## config.mk

```make
export PLATFORM = sky130hd
export DESIGN_NAME = strseq_top
export DESIGN_NICKNAME = d
export VERILOG_FILES = /design/src/rtl/strseq_pkg.sv /design/src/rtl/strseq_decode.sv /design/src/rtl/strseq_idx.sv /design/src/rtl/strseq_eq.sv /design/src/rtl/strseq_top.sv
export SDC_FILE = /design/constraint.sdc
export NUM_CORES = 1
export LEC_CHECK = 0
export ABC_AREA = 1
export BUFFER_PORTS_ARGS = -buffer_cell sky130_fd_sc_hd__buf_2
export CORE_MARGIN = 8
export CORE_UTILIZATION = 50
export DETAILED_ROUTE_END_ITERATION = 10
export PLACE_DENSITY = 0.77
export SYNTH_ARGS = -nofsm -noshare
export SYNTH_HDL_FRONTEND = slang
export SYNTH_SLANG_ARGS = --single-unit
export TNS_END_PERCENT = 5
```

## constraint.sdc

```tcl
create_clock -name clk -period 3.18 [get_ports clk]
set_input_delay 0.318 -clock clk [delete_from_list [all_inputs] [get_ports clk]]
set_output_delay 0.318 -clock clk [all_outputs]
set_load 0.01 [all_outputs]
```

## src/rtl/strseq_pkg.sv

```systemverilog
package strseq_pkg;

    localparam logic [7:0] PFX_WHILE_EQ = 8'hF3;
    localparam logic [7:0] PFX_WHILE_NE = 8'hF2;

    typedef enum logic [2:0] {
        OPK_MOVE,
        OPK_CMP,
        OPK_STORE,
        OPK_LOAD,
        OPK_SCAN
    } opk_t;

    typedef enum logic [1:0] {
        RPT_NONE,
        RPT_EQ,
        RPT_NE
    } rpt_t;

    typedef enum logic [2:0] {
        ST_IDLE,
        ST_RSRC,
        ST_RDST,
        ST_WR,
        ST_UPD,
        ST_FIN
    } st_t;

    // first memory state that a primitive needs
    function automatic st_t first_access(opk_t k);
        case (k)
            OPK_MOVE, OPK_CMP, OPK_LOAD: return ST_RSRC;
            OPK_SCAN:                    return ST_RDST;
            default:                     return ST_WR;
        endcase
    endfunction

endpackage

```

## src/rtl/strseq_decode.sv

```systemverilog
module strseq_decode
    import strseq_pkg::*;
(
    input  logic [7:0] opcode,
    input  logic [7:0] prefix,
    output logic       valid,
    output logic       is_word,
    output opk_t       kind,
    output rpt_t       rpt
);

    always_comb begin
        is_word = opcode[0];
        valid   = 1'b1;
        kind    = OPK_MOVE;
        if (opcode[7:4] != 4'hA) begin
            valid = 1'b0;
        end else begin
            case (opcode[3:1])
                3'b010:  kind = OPK_MOVE;
                3'b011:  kind = OPK_CMP;
                3'b101:  kind = OPK_STORE;
                3'b110:  kind = OPK_LOAD;
                3'b111:  kind = OPK_SCAN;
                default: valid = 1'b0;
            endcase
        end
    end

    always_comb begin
        if (prefix == PFX_WHILE_EQ)      rpt = RPT_EQ;
        else if (prefix == PFX_WHILE_NE) rpt = RPT_NE;
        else                             rpt = RPT_NONE;
    end

endmodule

```

## src/rtl/strseq_idx.sv

```systemverilog
module strseq_idx #(
    parameter int AW = 16,
    parameter int DW = 16
) (
    input  logic [AW-1:0] ptr,
    input  logic          df,
    input  logic          word,
    input  logic          en,
    output logic [AW-1:0] nxt
);

    localparam int WBYTES = DW / 8;

    logic [AW-1:0] step;

    assign step = word ? AW'(WBYTES) : AW'(1);

    always_comb begin
        if (!en)     nxt = ptr;
        else if (df) nxt = ptr - step;
        else         nxt = ptr + step;
    end

endmodule

```

## src/rtl/strseq_eq.sv

```systemverilog
module strseq_eq #(
    parameter int DW = 16
) (
    input  logic [DW-1:0] a,
    input  logic [DW-1:0] b,
    input  logic          word,
    output logic          eq
);

    always_comb begin
        if (word) eq = (a == b);
        else      eq = (a[7:0] == b[7:0]);
    end

endmodule

```

## src/rtl/strseq_top.sv

```systemverilog
module strseq_top
    import strseq_pkg::*;
#(
    parameter int AW = 16,
    parameter int DW = 16,
    parameter int CW = 16
) (
    input  logic          clk,
    input  logic          rst_n,
    input  logic          start,
    input  logic [7:0]    opcode,
    input  logic [7:0]    prefix,
    input  logic          df,
    input  logic          zf_in,
    input  logic [AW-1:0] si_in,
    input  logic [AW-1:0] di_in,
    input  logic [CW-1:0] cx_in,
    input  logic [DW-1:0] acc_in,
    output logic          mem_req,
    output logic          mem_seg,
    output logic [AW-1:0] mem_addr,
    output logic          mem_we,
    output logic [DW/8-1:0] mem_be,
    output logic [DW-1:0] mem_wdata,
    input  logic [DW-1:0] mem_rdata,
    input  logic          mem_ack,
    output logic [AW-1:0] si_out,
    output logic [AW-1:0] di_out,
    output logic [CW-1:0] cx_out,
    output logic [DW-1:0] acc_out,
    output logic          zf_out,
    output logic          done
);

    localparam int BW = DW / 8;

    typedef struct packed {
        st_t           st;
        opk_t          kind;
        rpt_t          rpt;
        logic          word;
        logic          df;
        logic [AW-1:0] si;
        logic [AW-1:0] di;
        logic [CW-1:0] cx;
        logic [DW-1:0] acc;
        logic [DW-1:0] src;
        logic          zf;
    } ctx_t;

    ctx_t q, d;

    logic          dec_valid, dec_word;
    opk_t          dec_kind;
    rpt_t          dec_rpt;
    logic [AW-1:0] si_nxt, di_nxt;
    logic          si_en, di_en;
    logic [DW-1:0] cmp_a;
    logic          cmp_eq;
    logic [CW-1:0] cx_dec;
    logic          is_test, halt;

    strseq_decode u_dec (
        .opcode  (opcode),
        .prefix  (prefix),
        .valid   (dec_valid),
        .is_word (dec_word),
        .kind    (dec_kind),
        .rpt     (dec_rpt)
    );

    // the source pointer serves move, compare and load; the destination pointer all but load
    assign si_en = (q.kind == OPK_MOVE) || (q.kind == OPK_CMP) || (q.kind == OPK_LOAD);
    assign di_en = (q.kind != OPK_LOAD);

    strseq_idx #(.AW(AW), .DW(DW)) u_si (
        .ptr (q.si), .df (q.df), .word (q.word), .en (si_en), .nxt (si_nxt)
    );

    strseq_idx #(.AW(AW), .DW(DW)) u_di (
        .ptr (q.di), .df (q.df), .word (q.word), .en (di_en), .nxt (di_nxt)
    );

    assign cmp_a = (q.kind == OPK_CMP) ? q.src : q.acc;

    strseq_eq #(.DW(DW)) u_eq (
        .a (cmp_a), .b (mem_rdata), .word (q.word), .eq (cmp_eq)
    );

    // termination after the count step
    assign cx_dec  = q.cx - CW'(1);
    assign is_test = (q.kind == OPK_CMP) || (q.kind == OPK_SCAN);
    always_comb begin
        halt = 1'b0;
        if (q.rpt == RPT_NONE)                  halt = 1'b1;
        else if (cx_dec == '0)                  halt = 1'b1;
        else if (is_test && q.rpt == RPT_EQ && !q.zf) halt = 1'b1;
        else if (is_test && q.rpt == RPT_NE && q.zf)  halt = 1'b1;
    end

    always_comb begin
        d = q;
        case (q.st)
            ST_IDLE: begin
                if (start && dec_valid) begin
                    d.kind = dec_kind;
                    d.word = dec_word;
                    d.rpt  = dec_rpt;
                    d.df   = df;
                    d.si   = si_in;
                    d.di   = di_in;
                    d.cx   = cx_in;
                    d.acc  = acc_in;
                    d.zf   = zf_in;
                    if (dec_rpt != RPT_NONE && cx_in == '0) d.st = ST_FIN;
                    else                                    d.st = first_access(dec_kind);
                end
            end
            ST_RSRC: begin
                if (mem_ack) begin
                    d.src = mem_rdata;
                    if (q.kind == OPK_LOAD) begin
                        if (q.word) d.acc = mem_rdata;
                        else        d.acc = {q.acc[DW-1:8], mem_rdata[7:0]};
                        d.st = ST_UPD;
                    end else if (q.kind == OPK_CMP) begin
                        d.st = ST_RDST;
                    end else begin
                        d.st = ST_WR;
                    end
                end
            end
            ST_RDST: begin
                if (mem_ack) begin
                    d.zf = cmp_eq;
                    d.st = ST_UPD;
                end
            end
            ST_WR: begin
                if (mem_ack) d.st = ST_UPD;
            end
            ST_UPD: begin
                d.si = si_nxt;
                d.di = di_nxt;
                if (q.rpt != RPT_NONE) d.cx = cx_dec;
                if (halt) d.st = ST_FIN;
                else      d.st = first_access(q.kind);
            end
            ST_FIN: d.st = ST_IDLE;
            default: d.st = ST_IDLE;
        endcase
    end

    always_ff @(posedge clk) begin
        if (!rst_n) begin
            q <= '{st: ST_IDLE, kind: OPK_MOVE, rpt: RPT_NONE, default: '0};
        end else begin
            q <= d;
        end
    end

    assign mem_req   = (q.st == ST_RSRC) || (q.st == ST_RDST) || (q.st == ST_WR);
    assign mem_seg   = (q.st != ST_RSRC);
    assign mem_addr  = (q.st == ST_RSRC) ? q.si : q.di;
    assign mem_we    = (q.st == ST_WR);
    assign mem_be    = q.word ? {BW{1'b1}} : BW'(1);
    assign mem_wdata = (q.kind == OPK_MOVE) ? q.src : q.acc;

    assign si_out  = q.si;
    assign di_out  = q.di;
    assign cx_out  = q.cx;
    assign acc_out = q.acc;
    assign zf_out  = q.zf;
    assign done    = (q.st == ST_FIN);

    // completion is a single-cycle pulse
    a_r1_done_pulse: assert property (@(posedge clk) disable iff (!rst_n)
        done |=> !done);

    // a run without prefix leaves the count alone
    a_r6_cx_kept: assert property (@(posedge clk) disable iff (!rst_n)
        (q.st == ST_UPD && q.rpt == RPT_NONE) |=> (q.cx == $past(q.cx)));

    // a repeated run only loops on while the count is nonzero
    a_r7_loop_nonzero: assert property (@(posedge clk) disable iff (!rst_n)
        (q.st == ST_UPD && q.rpt != RPT_NONE) |=> (q.st == ST_FIN || q.cx != '0));

    // repeat with zero count finishes without touching memory
    a_r8_zero_count: assert property (@(posedge clk) disable iff (!rst_n)
        (q.st == ST_IDLE && start && dec_valid && dec_rpt != RPT_NONE && cx_in == '0)
        |=> (done && !mem_req));

    // an unanswered request holds steady
    a_r12_req_hold: assert property (@(posedge clk) disable iff (!rst_n)
        (mem_req && !mem_ack) |=> (mem_req && $stable(mem_addr) && $stable(mem_seg) && $stable(mem_we)));

    // an unknown opcode leaves the sequencer idle
    a_r13_bad_op: assert property (@(posedge clk) disable iff (!rst_n)
        (q.st == ST_IDLE && start && !dec_valid) |=> (!mem_req && !done));

endmodule

```

# [Word level (Yosys, flattened, before mapping)]
# Index checks and enable logic that the tools add are counted.
[totals] input_bits=102 ff_bits=91
[classes] eq_ne=34 muxes=39 addsub=5 reduce_logical=36
[ops] op="$mux W16" count=10
[ops] op="$pmux W48 S2" count=1
[ops] op="$mux W74" count=1
[ops] op="$add A16 B16 Y16" count=2
[ops] op="$logic_not A16 Y1" count=2
[ops] op="$mux W32" count=1
[ops] op="$pmux W16 S2" count=1
[ops] op="$sub A16 B16 Y16" count=2
[ops] op="$pmux W3 S4" count=2
[ops] op="$eq A3 B3 Y1 const B" count=7
[ops] op="$eq A3 B2 Y1 const B" count=6
[ops] op="$mux W3" count=6
[ops] op="$eq A16 B16 Y1" count=1
[ops] op="$eq A8 B8 Y1 const B" count=2
[ops] op="$sub A16 B1 Y16 const B" count=1
[ops] op="$reduce_and A3 Y1" count=5
[ops] op="$ne A2 B2 Y1 const B" count=6
[ops] op="$mux W1" count=10
[ops] op="$reduce_bool A2 Y1" count=5
[ops] op="$eq A3 B1 Y1 const B" count=3
[ops] op="$logic_not A3 Y1" count=3
[ops] op="$eq A8 B8 Y1" count=1
[ops] op="$mux W2" count=4
[ops] op="$pmux W2 S2" count=2
[ops] op="other kinds (17)" count=30

# [Logic depth before layout (Yosys ltp)]
# Gate-level depths: netlist of the first run.
[logic_depth] ltp_word=10 ltp_mapped=16

# [Modules after synthesis]
# Synthesis of the first run repeated with hierarchy kept, for this count alone.
[unflattened] hier_cells=1370 hier_area_um2=8212.9
[by_module_without_submodules] mod="strseq_top" area_each_um2=5584.1 cells_each=829 seq_area_each_um2=1821.7 n_inst=1
[by_module_without_submodules] mod="strseq_idx at u_di" area_each_um2=1144.8 cells_each=236 seq_area_each_um2=0.0 n_inst=1
[by_module_without_submodules] mod="strseq_idx at u_si" area_each_um2=1138.6 cells_each=235 seq_area_each_um2=0.0 n_inst=1
[by_module_without_submodules] mod="strseq_eq" area_each_um2=231.5 cells_each=43 seq_area_each_um2=0.0 n_inst=1
[by_module_without_submodules] mod="strseq_decode" area_each_um2=113.9 cells_each=27 seq_area_each_um2=0.0 n_inst=1

# [Worst setup path before layout of the first run]
# No wires, ideal clock.
[synth_timing] kind="register to register" from="register q[81] (netlist name)" to="register q, in the netlist di_out[14]" path_stages_with_launch=13 t_arrival_ps=2605 setup_time_ps=122 n_path_buf=0 required_ps=3058 path_slack_ps=453 cell_sequence="dfxtp_1 > inv_1 > nor2_1 > fa_1 > a21oi_1 > o21ai_0 > a21oi_1 > o21ai_0 > nand2_1 > nand2_1 > a21oi_1 > o21ai_0 > a21oi_1"
[synth_via] elab_chain_cells=3
[synth_lines] item="start: declaration" line_no="strseq_top.sv:51" rtl="ctx_t q, d;"
[synth_lines] item="start signal: assignment" line_no="strseq_top.sv:156" rtl="q <= '{st: ST_IDLE, kind: OPK_MOVE, rpt: RPT_NONE, default: '0};"
[synth_lines] item="start signal: assignment" line_no="strseq_top.sv:158" rtl="q <= d;"
[synth_lines] item="$mux W16" line_no="strseq_idx.sv:20" rtl="else if (df) nxt = ptr - step;"
[synth_lines] item="$mux W16" line_no="strseq_idx.sv:19" rtl="if (!en) nxt = ptr;"
[synth_lines] item="$pmux W48 S2" line_no="strseq_top.sv:103" rtl="case (q.st)"
# Every way passes these cells. The select of a mux whose other input is x is not followed.
# A chain may end at the register's enable or synchronous reset.

# [Worst setup path after layout of the first run]
# Same ends and word-level chain as after synthesis.

==> results of run 1 <==
-- routing by layer --
metal,share of wire,global-route usage,vias up
met5,0,0,-
met1,0.44,0.293,3489
met2,0.46,0.387,275
met3,0.074,0.0458,32
li1,-,-,3986
met4,0.025,0.0901,0
-- through the flow --
stage                      util  cells
after floorplan               -   1147
after CTS                 0.587   1447
after global routing      0.587   1449
after global placement    0.562   1431
after detailed placement  0.562   1431
final                     0.587   1449
-- area by class of cell --
class                           instances  area (sq um)
Multi-Input combinational cell        836          4260
Clock buffer                           12           246
Inverter                              109           413
Sequential cell                        91          1820
Tap cell                              180           225
Antenna cell                            2          5.00
Timing Repair Buffer                  215          1120
Fill cell                            1389          5750
Clock inverter                          4          97.6
-- power by group --
group          total (mW)  switching [mW]  internal, mW
logic               0.320           0.192         0.128
clock network        1.28           0.486         0.792
registers            1.17          0.0162          1.15
-- final timing paths --
kind | from | to | slack (ns) | cells past startpoint
min reg2reg | q[15] | q[15] | 0.48 | 2
max reg2reg | q[81] | di_out[14] | 0.53 | 12
max | q[81] | di_out[14] | 0.53 | 12
min | di_in[1] | di_out[1] | 0.22 | 3
-- worst min-delay path, delay by kind of cell --
family,cells,cell delay [ns]
simple gates,1,0.05
compound gates,1,0.05
buf+inv,1,0.09
-- layout by cell type (no fill, tap or decap), types with 2 or more instances in the layout --
master,netlist,layout
a211oi_1,6,6
xor2_1,10,10
buf_4,69,11
a31oi_1,41,41
nand2_1,283,283
nand3_1,53,53
o21ai_1,3,2
buf_2,9,203
a21o_1,2,2
fa_1,2,2
nand4_1,10,10
o21ai_0,116,116
o21ai_2,3,4
nor2_2,4,3
bufinv_16,0,3
o22ai_1,2,2
clkbuf_16,0,9
xnor2_1,11,11
a21oi_1,125,125
o21bai_1,4,4
nor3_2,2,3
nand2_4,2,2
clkbuf_1,23,2
inv_2,3,3
and2_1,2,2
nand3b_1,4,4
diode_2,0,2
dfxtp_1,91,91
a31oi_2,2,2
nor2_1,95,95
nor3_1,15,14
inv_1,103,103
ha_1,32,32
nor4_1,4,4
-- sequential cells by signal, summed over array words and instances, names as in the netlist --
name     flops
acc_out     16
cx_out      16
di_out      16
q           26
si_out      16
zf_out       1
-- logic make-up (layout without fill, tap and decap cells) --
group	after synthesis	after routing	synth area share
AOI/OAI and AO/OA	306	306	0.231
xor gates and xnor gates	21	21	0.0256
adders and majority gates	34	34	0.0614
buffers and inverters	220	340	0.155
DFF	91	91	0.254
other	1	3	0.000522
and+or+nand+nor	474	474	0.273
==> run_results.csv, run 1 <==
group,metric,value,unit
yosys,synth.area.top_cells,"dfxtp_1 (25%), nand2_1 (15%), a21oi_1 (8.7%)",
global_routing,grt_usage,0.234,
floorplanning,rows,43,
min_path,hold_class,"input pin to flip-flop",
timing,fmax,0.378,GHz
floorplanning,core_area,0.0139,sq mm
worst_setup_path,crit_path_frequent_cell,"a21oi_1",
yosys,postSynthAreaPerCell,6.26,sq um
timing,tightest_slew,1.10,ns
pwr,p_leak,4.15,nW
yosys,synth_top_area_frac,0.254,
clock_network,root_buffer,"clkbuf_16",
pwr,peakVddDrop,0.000256,V
yosys,syn-cell-area,0.00718,sq mm
worst_setup_path,critPathCaptureType,"flip-flop",
clock_network,cts_tree,"yes",
place,dpl_cell_area,0.00783,sq mm
yosys,seq_area_frac_synth,0.254,
worst_setup_path,cp_slowest_cell,"o21ai_0",
global_routing,grt_pass1_wl,35300,microns
place,place_congestion,0.869,
place,pre_cts_slack,0.534,ns
cells_and_area,final_area,0.00818,sq mm
worst_setup_path,critPathLaunchType,"flip-flop",
timing,rsz0062_at_grt,"no",
clock_network,clk_latency,0.35,ns
timing,finalSetupViolations,0,
worst_setup_path,crit_family,"compound AO/OA/AOI/OAI gates",
timing,slew_headroom,0.267,
timing,hold_viol,0,
global_routing,grt_max_degree,68,
yosys,syn_inst,1147,
cells_and_area,drive_gt1_frac,0.197,
floorplanning,ios,205,
place,hpwl,16700,microns
timing,holdWs,0.218,ns
worst_setup_path,worstPathRequired,3.42,ns
clock_network,cts.sinks,91,
worst_setup_path,slowest_delay,0.49,ns
place,portBuffers,203,
clock_network,clk_pin_slew,0.07,ns
yosys,synth_edf_count,0,
drt,first_iter_violations,595,
worst_setup_path,critPathMaxFanout,5,
clock_network,clock_path_buffers,2,
floorplanning,initial_core_util,0.515,
pwr,power_density,338,mW/mm^2
cells_and_area,fin_nets,1398,
drt,ant_nets,0,
timing,final.setup_skew,0.00740,ns
drt,dr.pass1.iters,5,
yosys,synth.most_common_cell,"nand2_1",
drt,routed_via_density,5.37,
timing,setup_slack,0.534,ns
drt,wire_per_inst,15.3,microns
pwr,design_power_total,2.77,mW
timing,timing.final.crit_share,0.832,
yosys,ys.flop_type,"dfxtp_1",
run_status,status,"finished, final reports clean",
drt,drt-total-wl,22200,microns
floorplanning,dieHeight,136,microns
global_routing,antenna_found_initial,2,
worst_setup_path,cp_num_buf_inv,1,
global_routing,globalRouteOverflowTotal,0,
clock_network,ctsResizeCount,0,
flow_run,drv_cap,0,
timing,min_period,2.65,ns
yosys,yosysTopAreaCell,"dfxtp_1",
yosys,async_flop_share,0,
global_routing,grt_pass1_vias,7269,
clock_network,cts_made_buffers,9,
yosys,synthTopCellsByCount,"nand2_1 (283), a21oi_1 (125), o21ai_0 (116), inv_1 (103), nor2_1 (95)",
cells_and_area,syn2layout_area_growth,14.0,%
drt,num_vias,7782,
yosys,yosysWarnings,0,
floorplanning,die_area,0.0184,sq mm
yosys,syn_nets,1283,
floorplanning,die_x,136,microns
worst_setup_path,worstSetupPathType,"flip-flop to flip-flop",
worst_setup_path,arrival,2.88,ns
worst_setup_path,worstPathCellList,"inv_1 -> nor2_1 -> fa_1 -> a21oi_1 -> o21ai_0 -> a21oi_1 -> o21ai_0 -> nand2_1 -> nand2_1 -> a21oi_1 -> o21ai_0 -> a21oi_1",
clock_network,cts_max_level,3,
clock_network,cts_setup_buffers,0,
drt,drc,0,
yosys,yosysUniqueCellTypes,39,
timing,tns,0,ns
yosys,synth-seq-cells,91,
clock_network,holdBufCountCts,0,
timing,maxSlewViolCount,0,
No activity file was read; power rests on OpenSTA's default activity.
==> run 2, diff against run 1 <==
Settings changed: ABC_AREA 1 to 0, CORE_UTILIZATION 50 to 49, PLACE_DENSITY 0.77 to 0.79.
Clock period 3.18 ns to 2.3 ns, I/O delays scaled along.
==> run 2 against run 1 <==
Against the previous run: the run now ends with negative setup slack left; clock-buffer cell count down 2; maximum frequency up 13%; hold slack worse by 0.11 ns; synthesized cell count down 14%; final cell count down 7.4%; first-iteration DRC count unchanged; register-to-register slack worse by 0.57 ns; flip-flop and latch count unchanged; die area up 3.4%; sequential share of layout area down 1.9 points; critical endpoint is now di_out[12]; highest routed layer is now met5.
==> run_results.csv, run 2 <==
group,metric,value,unit
worst_setup_path,slowest_delay,0.42,ns
cells_and_area,top_register,"q",
worst_setup_path,critPathLaunchType,"flip-flop",
place,hpwl,18600,microns
timing,min_period,2.33,ns
global_routing,globalRouteOverflowTotal,0,
worst_setup_path,worstPathCellList,"nor2b_4 -> fa_2 -> a211oi_2 -> nor2_2 -> o211ai_1 -> a211o_1 -> or4b_1 -> or3b_1",
yosys,postSynthAreaPerCell,7.44,sq um
floorplanning,core_area,0.0145,sq mm
cells_and_area,layout_commonest_cell,"buf_2",
drt,num_vias,7985,
global_routing,antenna_found_initial,3,
floorplanning,initial_core_util,0.502,
yosys,syn_inst,982,
clock_network,cts_made_buffers,9,
global_routing,grt_pass1_vias,7657,
yosys,synth-seq-cells,91,
yosys,async_flop_share,0,
place,place_congestion,0.924,
timing,slew_headroom,0.333,
cells_and_area,final_area,0.00900,sq mm
pwr,peakVddDrop,0.000332,V
worst_setup_path,regToRegSetupSlack,-0.03,ns
yosys,synthTopCellsByCount,"nand2_1 (139), dfxtp_1 (91), nor2_1 (85), a21oi_1 (83), buf_4 (66)",
cells_and_area,largest_reg_flops,26,
timing,setup_slack,-0.0349,ns
floorplanning,ios,205,
global_routing,grt_max_degree,63,
clock_network,clock_path_buffers,2,
timing,final.setup_skew,0.00765,ns
drt,routed_via_density,5.95,
global_routing,grt_usage,0.244,
worst_setup_path,worstPathRequired,2.61,ns
cells_and_area,fin_nets,1289,
timing,tightest_slew,1.00,ns
worst_setup_path,critPathMaxFanout,10,
place,portBuffers,203,
worst_setup_path,arrival,2.65,ns
yosys,syn-cell-area,0.00730,sq mm
timing,rsz0062_at_grt,"yes",
worst_setup_path,cp_slowest_cell,"or4b_1",
yosys,synth_edf_count,0,
timing,maxSlewViolCount,0,
global_routing,grt_pass1_wl,39200,microns
clock_network,cts_max_level,3,
drt,drt-total-wl,24600,microns
floorplanning,dieHeight,138,microns
clock_network,clk_latency,0.36,ns
yosys,yosysWarnings,0,
yosys,synth.area.top_cells,"dfxtp_1 (25%), nand2_1 (7.1%), buf_4 (6.8%)",
yosys,yosysTopAreaCell,"dfxtp_1",
yosys,ys.flop_type,"dfxtp_1",
cells_and_area,layout_common_cells,"buf_2 (203), nand2_1 (139), dfxtp_1 (86)",
floorplanning,die_x,138,microns
clock_network,holdBufCountCts,0,
clock_network,cts_tree,"yes",
place,dpl_cell_area,0.00853,sq mm
timing,fmax,0.428,GHz
yosys,synth_top_area_frac,0.249,
clock_network,clk_pin_slew,0.07,ns
drt,ant_nets,0,
pwr,power_density,407,mW/mm^2
run_status,violations,"negative setup slack",
pwr,p_leak,3.98,nW
worst_setup_path,critPathCaptureType,"flip-flop",
yosys,syn_nets,1118,
min_path,hold_class,"input pin to flip-flop",
drt,drc,0,
run_status,status,"finished with violations",
floorplanning,die_area,0.0191,sq mm
yosys,yosysUniqueCellTypes,78,
clock_network,cts.sinks,91,
drt,dr.pass1.iters,5,
cells_and_area,antenna_cells,0,
drt,wire_per_inst,18.3,microns
yosys,seq_area_frac_synth,0.249,
yosys,synth.most_common_cell,"nand2_1",
drt,first_iter_violations,595,
cells_and_area,syn2layout_area_growth,23.2,%
timing,hold_viol,0,
timing,holdWs,0.108,ns
floorplanning,rows,44,
timing,timing.final.crit_share,1.02,
timing,finalSetupViolations,2,
worst_setup_path,worstSetupPathType,"flip-flop to flip-flop",
flow_run,drv_cap,0,
cells_and_area,drive_gt1_frac,0.316,
clock_network,root_buffer,"clkbuf_16",
## run 2: worst paths after layout
check / start / to / cells after the start
max: q[81] / di_out[12] / 8
min: df / q[81] / 3
max reg2reg: q[81] / di_out[12] / 8
min reg2reg: q[12] / q[12] / 2
## run 2: through the flow
step	cells	utilization	setup TNS [ns]	worst slack (ns)	power, mW
detailed placement	1323	0.587	-0.206	-0.0660	2.02
finish	1342	0.619	-0.0570	-0.0349	3.66
global placement	1323	0.587	0	0.00971	2.02
global route	1342	0.619	-0.783	-0.142	3.78
floorplan	982	-	-0.0577	-0.0290	1.85
CTS	1340	0.611	-0.0498	-0.0421	3.67
## run 2: where the power goes
group          internal (mW)  total (mW)  switching (mW)  leakage (nW)
logic                  0.175       0.392           0.217          3.08
registers               1.59        1.61          0.0207         0.737
clock network          0.929        1.66           0.731         0.161
total                   2.69        3.66           0.968          3.98
## run 2: area by class of cell
cell class	instances	area (sq um)
tap	184	230
multi-input combinational	743	4860
clock buffer	10	250
sequential	91	1830
inverter	25	96.3
clock inverter	6	76.3
fill	1312	5540
timing repair buffer	283	1650
## run 2: kinds of logic (layout without fill, tap and decap cells)
family                   count (synthesis)  after routing  share of synthesized area
AND/OR/NAND/NOR                        349            349                      0.225
AO/OA/AOI/OAI                          291            291                      0.263
buffers and inverters                  148            324                      0.113
flip-flops                              91             91                      0.249
XOR/XNOR                                39             39                     0.0468
adder cells (fa/ha/maj)                 34             34                     0.0603
multiplexers                            29             29                     0.0425
other                                    1              1                   0.000514
## run 2: critical path, delay by kind of cell (launching register included)
kind            cells  cell delay [ns]
fa+ha+maj           1             0.37
compound gates      3             0.70
flops               1             0.39
simple gates        4             0.81
## run 2: per-layer routing
| metal | track usage | up-vias | part of all wire |
|---|---|---|---|
| li1 | - | 3869 | - |
| met4 | 0.0807 | 6 | 0.022 |
| met5 | 0 | - | 0.0014 |
| met2 | 0.403 | 386 | 0.47 |
| met1 | 0.293 | 3664 | 0.41 |
| met3 | 0.0781 | 60 | 0.092 |
## run 2: timing repair
item / in CTS / in global routing
buffers inserted: 1 / 2
gates resized for setup: 6 / 21
pin swaps: 4 / 12
setup endpoints to repair: 8 / 18
==> run 3, diff against run 2 <==
--- a/config.mk
+++ b/config.mk
@@ -9,7 +9,7 @@
 export BUFFER_PORTS_ARGS = -buffer_cell sky130_fd_sc_hd__buf_2
 export CORE_MARGIN = 8
-export CORE_UTILIZATION = 49
+export CORE_UTILIZATION = 50
 export DETAILED_ROUTE_END_ITERATION = 10
-export PLACE_DENSITY = 0.79
+export PLACE_DENSITY = 0.77
 export SYNTH_ARGS = -nofsm -noshare
 export SYNTH_HDL_FRONTEND = slang
==> constraint.sdc (replaced) <==
create_clock -name clk -period 2.5 [get_ports clk]
set_input_delay 0.25 -clock clk [delete_from_list [all_inputs] [get_ports clk]]
set_output_delay 0.25 -clock clk [all_outputs]
set_load 0.05 [all_outputs]
==> run 3 against run 2 <==
Against the previous run: the run now ends clean; non-clock buffer count fell by 23; cell area down 3.2%; combinational power is 3% higher; largest power group is now registers; largest cell class unchanged; core utilization shrank 1.5 points.
==> run_results.csv, run 3 (same netlist as run 2, synthesis figures left out) <==
group,metric,value,unit
run_status,status,"finished, final reports clean",
place,pre_cts_slack,0.0402,ns
clock_network,root_buffer,"clkbuf_16",
worst_setup_path,cp_slowest_cell,"or4_4",
global_routing,grt_pass1_wl,37100,microns
pwr,p_leak,3.82,nW
global_routing,grt_pass1_vias,7396,
cells_and_area,layout_commonest_cell,"buf_2",
floorplanning,rows,44,
cells_and_area,layout_common_cells,"buf_2 (203), nand2_1 (139), dfxtp_1 (90)",
worst_setup_path,crit_family,"simple AND/OR/NAND/NOR gates",
worst_setup_path,critPathMaxFanout,6,
drt,ant_nets,0,
worst_setup_path,worstSetupPathType,"flip-flop to flip-flop",
drt,first_iter_violations,517,
min_path,hold_class,"input pin to flip-flop",
floorplanning,initial_core_util,0.506,
worst_setup_path,arrival,2.61,ns
clock_network,cts.sinks,91,
floorplanning,die_area,0.0187,sq mm
cells_and_area,largest_reg_flops,26,
place,dp.cells,1303,
worst_setup_path,path_depth,7,
flow_run,drv_cap,0,
clock_network,clk_pin_slew,0.07,ns
clock_network,cts_tree,"yes",
pwr,peakVddDrop,0.000317,V
drt,num_vias,7836,
pwr,power_density,377,mW/mm^2
drt,drc,0,
place,place_congestion,0.936,
place,portBuffers,203,
worst_setup_path,regToRegSetupSlack,0.13,ns
place,hpwl,17700,microns
cells_and_area,fin_nets,1266,
worst_setup_path,critPathLaunchType,"flip-flop",
clock_network,holdBufCountCts,0,
pwr,design_power_total,3.29,mW
timing,timing.final.crit_share,0.949,
floorplanning,dieHeight,137,microns
clock_network,cts_max_level,3,
cells_and_area,syn2layout_area_growth,19.3,%
worst_setup_path,r2r_start,"cx_out[0]",
timing,rsz0062_at_grt,"yes",
cells_and_area,stdcell_count,1321,
cells_and_area,top_register,"q",
global_routing,antenna_found_initial,3,
timing,finalSetupViolations,0,
worst_setup_path,worstPathRequired,2.74,ns
drt,drt-total-wl,23600,microns
timing,setup_slack,0.128,ns
worst_setup_path,critPathLaunch,"cx_out[0]",
worst_setup_path,worstPathCellList,"buf_4 -> or4_4 -> or2_1 -> o31a_1 -> a2111oi_4 -> nand4_1 -> o2bb2ai_1",
timing,final.setup_skew,0.0110,ns
timing,min_period,2.37,ns
timing,slew_headroom,0.332,
drt,routed_via_density,5.93,
worst_setup_path,cp_num_buf_inv,1,
floorplanning,die_x,137,microns
global_routing,globalRouteOverflowTotal,0,
clock_network,clk_latency,0.35,ns
floorplanning,ios,205,
drt,dr.pass1.iters,5,
clock_network,cts_made_buffers,9,
worst_setup_path,endpoint,"q[89]",
timing,hold_viol,0,
timing,tightest_slew,1.00,ns
floorplanning,core_area,0.0144,sq mm
worst_setup_path,critPathCaptureType,"flip-flop",
drt,wire_per_inst,17.8,microns
timing,fmax,0.422,GHz
worst_setup_path,r2r_cells,7,
timing,tns,0,ns
global_routing,grt_usage,0.246,
clock_network,clock_path_buffers,2,
worst_setup_path,slowest_delay,0.57,ns
global_routing,grt_max_degree,63,
worst_setup_path,r2r_end,"q[89]",
cells_and_area,drive_gt1_frac,0.283,
timing,maxSlewViolCount,0,
[run 3: cell types whose count changed in the layout (fill, tap and decap cells not counted), moves of 3 or more]
cell | previous run | this run
buf_4 | 77 | 52
ha_1 | 27 | 32
inv_1 | 18 | 23
dfxtp_1 | 86 | 90
inv_2 | 6 | 2
dfxtp_2 | 3 | 0
ha_4 | 3 | 0
[run 3: final cells by class]
type	instances	area [sq um]
tap	184	230
sequential	91	1830
timing repair buffer	260	1510
clock inverter	6	65.1
antenna	2	5.00
inverter	25	93.8
multi-input combinational	743	4750
clock buffer	10	239
fill	1352	5710
[run 3: worst min path at each step]
stage	from	to	cells after the start
4_1_cts	acc_in[3]	acc_out[3]	3
5_1_grt	acc_in[3]	acc_out[3]	3
3_3_place_gp	q[6]	q[6]	2
2_1_floorplan	df	q[81]	2
3_5_place_dp	q[10]	q[10]	2
6_report	acc_in[3]	acc_out[3]	3
[run 3: tightest hold or removal path, stage by stage]
cell,delay (ns)
buf_2,0.09
nand2_1,0.04
a311oi_1,0.07
[run 3: metrics by stage]
step	cell area [sq um]	hold WS (ns)	util
4_1_cts	8660	0.151	0.600
3_5_place_dp	8350	0.465	0.579
5_1_grt	8710	0.161	0.604
6_report	8710	0.158	0.604
2_1_floorplan	7310	0.376	-
3_3_place_gp	8350	0.453	0.579
[run 3: repair_timing]
item | CTS | global route
setup buffers | 0 | 0
setup endpoints to repair | 0 | 11
gates resized for setup | 0 | 13
[run 3: power by group]
| part | internal, mW | total (mW) | switching [mW] |
|---|---|---|---|
| sequential | 1.46 | 1.48 | 0.0189 |
| clock | 0.802 | 1.40 | 0.599 |
| combinational | 0.154 | 0.403 | 0.249 |
[run 3: routing by layer]
metal / GRT usage / up-vias / wire (microns)
li1: - / 3837 / -
met4: 0.0797 / 2 / 327
met5: 0 / - / 13
met3: 0.0584 / 33 / 2090
met1: 0.306 / 3607 / 10000
met2: 0.409 / 357 / 11100
